### config.mk
export PLATFORM = sky130hd
export DESIGN_NAME = psw_unit
export DESIGN_NICKNAME = d
export VERILOG_FILES = /design/src/rtl/psw_pkg.sv /design/src/rtl/psw_user_byte.sv /design/src/rtl/psw_sys_byte.sv /design/src/rtl/psw_unit.sv
export SDC_FILE = /design/constraint.sdc
export NUM_CORES = 1
export LEC_CHECK = 0
export CELL_PAD_IN_SITES_DETAIL_PLACEMENT = 1
export CELL_PAD_IN_SITES_GLOBAL_PLACEMENT = 2
export CORE_UTILIZATION = 14
export DETAILED_ROUTE_END_ITERATION = 10
export GPL_TIMING_DRIVEN = 0
export PLACE_DENSITY = 0.73
export REMOVE_ABC_BUFFERS = 1
export SETUP_SLACK_MARGIN = 0.1
export SKIP_CTS_REPAIR_TIMING = 1
export SLEW_MARGIN = 10
export SYNTH_ARGS = -nofsm -noshare
export SYNTH_HDL_FRONTEND = slang
export SYNTH_SLANG_ARGS = --single-unit
### constraint.sdc
create_clock -name clk -period 1 [get_ports clk]
set_input_delay 0.2 -clock clk [delete_from_list [all_inputs] [get_ports clk]]
set_output_delay 0.2 -clock clk [all_outputs]
set_load 0.01 [all_outputs]
### src/rtl/psw_pkg.sv
package psw_pkg;
  localparam int PSW_W  = 16;
  localparam int BYTE_W = 8;
  localparam int FLAG_N = 5;
  localparam int MASK_W = 3;

  localparam int C_BIT    = 0;
  localparam int X_BIT    = 4;
  localparam int MASK_LSB = 8;
  localparam int S_BIT    = 13;
  localparam int T_BIT    = 15;

  localparam logic [PSW_W-1:0] USER_KEEP  = 16'h001F;
  localparam logic [PSW_W-1:0] SYS_KEEP   = 16'hA700;
  localparam logic [PSW_W-1:0] RESET_WORD = 16'h2700;
endpackage

### src/rtl/psw_user_byte.sv
module psw_user_byte
  import psw_pkg::*;
(
  input  logic [BYTE_W-1:0] cur_i,
  input  logic [FLAG_N-1:0] upd_i,
  input  logic [FLAG_N-2:0] val_i,
  input  logic              wr_i,
  input  logic [BYTE_W-1:0] wdata_i,
  output logic [BYTE_W-1:0] nxt_o
);
  logic [BYTE_W-1:0] alu_nxt;

  // Arithmetic flags: each has its own enable and its own value input
  for (genvar g = 0; g < FLAG_N - 1; g++) begin : g_flag
    assign alu_nxt[g] = upd_i[g] ? val_i[g] : cur_i[g];
  end

  // Extend follows carry, but only when its own enable is set
  assign alu_nxt[X_BIT] = upd_i[X_BIT] ? val_i[C_BIT] : cur_i[X_BIT];
  assign alu_nxt[BYTE_W-1:FLAG_N] = '0;

  // A software write takes precedence over the ALU
  assign nxt_o = wr_i ? (wdata_i & USER_KEEP[BYTE_W-1:0]) : alu_nxt;
endmodule

### src/rtl/psw_sys_byte.sv
module psw_sys_byte
  import psw_pkg::*;
(
  input  logic [BYTE_W-1:0] cur_i,
  input  logic              super_i,
  input  logic              wr_full_i,
  input  logic [BYTE_W-1:0] wdata_i,
  output logic [BYTE_W-1:0] nxt_o,
  output logic              viol_o
);
  localparam logic [BYTE_W-1:0] KEEP = SYS_KEEP[PSW_W-1:BYTE_W];

  logic grant;

  assign grant  = wr_full_i & super_i;
  assign viol_o = wr_full_i & ~super_i;
  assign nxt_o  = grant ? (wdata_i & KEEP) : (cur_i & KEEP);
endmodule

### src/rtl/psw_unit.sv
module psw_unit
  import psw_pkg::*;
(
  input  logic              clk,
  input  logic              rst,
  input  logic [FLAG_N-1:0] alu_upd_i,
  input  logic [FLAG_N-2:0] alu_flags_i,
  input  logic              wr_en_i,
  input  logic              wr_full_i,
  input  logic [PSW_W-1:0]  wr_data_i,
  input  logic              instr_done_i,
  output logic [PSW_W-1:0]  status_o,
  output logic [FLAG_N-1:0] flags_o,
  output logic [MASK_W-1:0] ipl_mask_o,
  output logic              super_o,
  output logic              trace_o,
  output logic              priv_viol_o,
  output logic              trace_req_o
);
  logic [PSW_W-1:0]  status_q;
  logic [BYTE_W-1:0] user_nxt;
  logic [BYTE_W-1:0] sys_nxt;
  logic              viol_nxt;
  logic              viol_q;
  logic              trace_req_q;

  psw_user_byte u_user (
    .cur_i   (status_q[BYTE_W-1:0]),
    .upd_i   (alu_upd_i),
    .val_i   (alu_flags_i),
    .wr_i    (wr_en_i),
    .wdata_i (wr_data_i[BYTE_W-1:0]),
    .nxt_o   (user_nxt)
  );

  psw_sys_byte u_sys (
    .cur_i     (status_q[PSW_W-1:BYTE_W]),
    .super_i   (status_q[S_BIT]),
    .wr_full_i (wr_en_i & wr_full_i),
    .wdata_i   (wr_data_i[PSW_W-1:BYTE_W]),
    .nxt_o     (sys_nxt),
    .viol_o    (viol_nxt)
  );

  always_ff @(posedge clk) begin
    if (rst) begin
      status_q    <= RESET_WORD;
      viol_q      <= 1'b0;
      trace_req_q <= 1'b0;
    end else begin
      status_q    <= {sys_nxt, user_nxt};
      viol_q      <= viol_nxt;
      // The trace bit is sampled as it stood when the instruction completed
      trace_req_q <= status_q[T_BIT] & instr_done_i;
    end
  end

  assign status_o    = status_q;
  assign flags_o     = status_q[FLAG_N-1:0];
  assign ipl_mask_o  = status_q[MASK_LSB+MASK_W-1:MASK_LSB];
  assign super_o     = status_q[S_BIT];
  assign trace_o     = status_q[T_BIT];
  assign priv_viol_o = viol_q;
  assign trace_req_o = trace_req_q;
endmodule

==> results.cfg <==
[global_routing]
overflow = 0
grt_use_total_pct = 8.23
grt_max_degree = 17
grt_pass1_wl_mm = 2.70
first_global_vias = 578
antenna_found_initial = 0

[synth]
synth-compound-area-share_pct = 7.29
synth_top_family_by_area = buffers and inverters
yosys_warnings = 0
yosys.area.top_type = dfxtp_1
synth_seq_cells = 12
synth_xor_area_share_pct = 0
ys_seq_area_share_pct = 38.9
synth_fa_ha_area_share_pct = 0
synth-simple-area-share_pct = 16.0
yosysTopAreaCellShare_pct = 38.9
synth.distinct_cells = 17
synth_area_per_cell_sq_um = 9.37
synthMuxAreaShare_pct = 14.6
yosys-top-cells-area = dfxtp_1, buf_4, mux2i_1
syn_area_sq_um = 618
netlist_instances = 66

[sta]
tightestPinTransition_ns = 0.600
finClkSkew_ns = 0.00331
hold_violations = 0
grt_setup_unrepaired = true
min_period_over_period_pct = 91.8
fin_tns_setup_ns = 0
finalSetupViolCount = 0
relSlewSlack_pct = 59.9
drv_slew = 0
finalCriticalPeriod_ns = 0.918
fmax_ghz = 1.09

[worst_setup_path]
r2r-start = status_o[13]$_SDFFE_PP1P_
startpoint = status_o[15]$_SDFFE_PP0P_
r2r_slack_ns = 0.12
r2r_cells = 2
cp.required_ns = 0.80
crit_fanout = 3
path_delay_family = flip-flops
cp-end-kind = primary output
cp_slowest_stage_delay_ns = 0.35
path_class = reg -> out
worstPathCellList = buf_2
critPathArrivalTime_ns = 0.72
cp-start-kind = register
worst-path-buf-inv = 1
crit_slowest_cell = dfxtp_2
r2r-end = status_o[8]$_SDFFE_PP1P_

[place]
dp_hpwl_mm = 1.39
gp_congestion = 0.614
place_area_sq_um = 1010
io_buffers = 45

[layout]
regArea_sq_um = 262
synthToLayoutAreaGrowth_pct = 73.9
drive_gt1_share_pct = 39.8
utilization_pct = 26.1
num_antenna_cells = 0
nNetsFinal = 135
multi_input_area_sq_um = 267
fill_cells = 484
fin_area_sq_um = 1070

[worst_hold_path]
hp-start = wr_full_i
hold_class = in -> reg
hold_end = priv_viol_o$_SDFF_PP0_
worstHoldPathCells = 3

[floorplanning]
core_sq_um = 4120
die_x_um = 68.4
start_util_pct = 15.0
die_y_um = 68.4
top_level_ports = 58
dieArea_sq_um = 4680
fp-row-count = 23

[routing]
first_pass_iters = 2
drt_iter0_drc = 37
viasPerCell = 3.75
antenna_left = 0
vias = 574
wire_per_inst_um = 12.1
drc = 0
wl_mm = 1.85

[power]
vdd_drop_max_mv = 0.363
leakage_nw = 0.504
power_w = 0.00127
powerDensity_nw_per_um2 = 1180

[cts]
clock_sinks = 12
cts_buffers = 3
insertion_delay_ns = 0.24
clk_pin_slew_ns = 0.05
cts_root_buf = clkbuf_8
cts_max_level = 1
clock_path_buffers = 2
cts_tree = yes

[outcome]
status = finished clean

[run]
cap_viol_max_count = 0
## logic make-up after synthesis
kind of cell,Yosys count
buffers and inverters,19
flip-flops,12
AND/OR/NAND/NOR,19
AO/OA/AOI/OAI,6
other,1
multiplexers,9
## power breakdown
group / leakage [nW] / internal [W] / total, W / switching, W
combinational: 0.382 / 0.000182 / 0.000298 / 0.000116
sequential: 0.101 / 0.000508 / 0.000534 / 0.0000262
clock: 0.0216 / 0.000265 / 0.000439 / 0.000174
total: 0.504 / 0.000955 / 0.00127 / 0.000316
## cell usage after synthesis
master / instances
nand3b_1: 1
mux2i_1: 9
and3_1: 1
buf_2: 1
nor2b_1: 4
a21o_1: 1
buf_4: 16
nor3_1: 1
buf_6: 1
a211oi_1: 5
dfxtp_1: 12
nor2b_2: 1
inv_1: 1
nor2_1: 7
nand2b_1: 2
conb_1: 1
nand2_1: 2
## state kept, by name, indices dropped and copies added, names as in the netlist
name,count
trace_req_o,1
priv_viol_o,1
status_o,10
## metrics by stage
stage                     cells  hold WS [ns]  worst slack, ns
after floorplan              53         0.272         -0.00503
after global placement      148         0.459           -0.464
after detailed placement    148         0.464           -0.520
after CTS                   151         0.481           -0.403
after global routing        153         0.254           0.0449
final                       153         0.261           0.0824
## cell usage in the layout (no fill, tap or decap), drive strengths merged
| cell type | count |
|---|---|
| nor2b | 5 |
| nor3 | 1 |
| and3 | 1 |
| inv | 1 |
| nor2 | 7 |
| a211oi | 5 |
| buf | 24 |
| clkdlybuf4s50 | 17 |
| nand3b | 1 |
| a21o | 1 |
| conb | 6 |
| nand2b | 2 |
| dfxtp | 12 |
| clkbuf | 3 |
| dlymetal6s2s | 6 |
| mux2i | 9 |
| nand2 | 2 |
## worst max path at each step
stage               slack [ns]                        end  cells after the start
global route              0.04                    trace_o                      1
detailed placement       -0.52   status_o[8]$_SDFFE_PP1P_                      3
finish                    0.08                    trace_o                      1
floorplan               -0.005  status_o[10]$_SDFFE_PP1P_                      2
CTS                      -0.40               status_o[13]                      1
global placement         -0.46  status_o[10]$_SDFFE_PP1P_                      3
## per-layer routing
metal	GRT usage (%)	vias up	wire length, um
met4	3.13	0	0
met5	0	-	0
met1	9.20	263	722
met3	4.50	0	280
li1	-	270	-
met2	13.0	41	845
## layout make-up
class	instances	share of cell area (%)
repair buffers	47	40.9
multi-input cells	40	24.8
flip-flops and latches	12	24.3
well taps	50	5.82
clock buffers	3	3.84
inverters	1	0.349
Note: power is estimated with default switching activity, not from simulation.
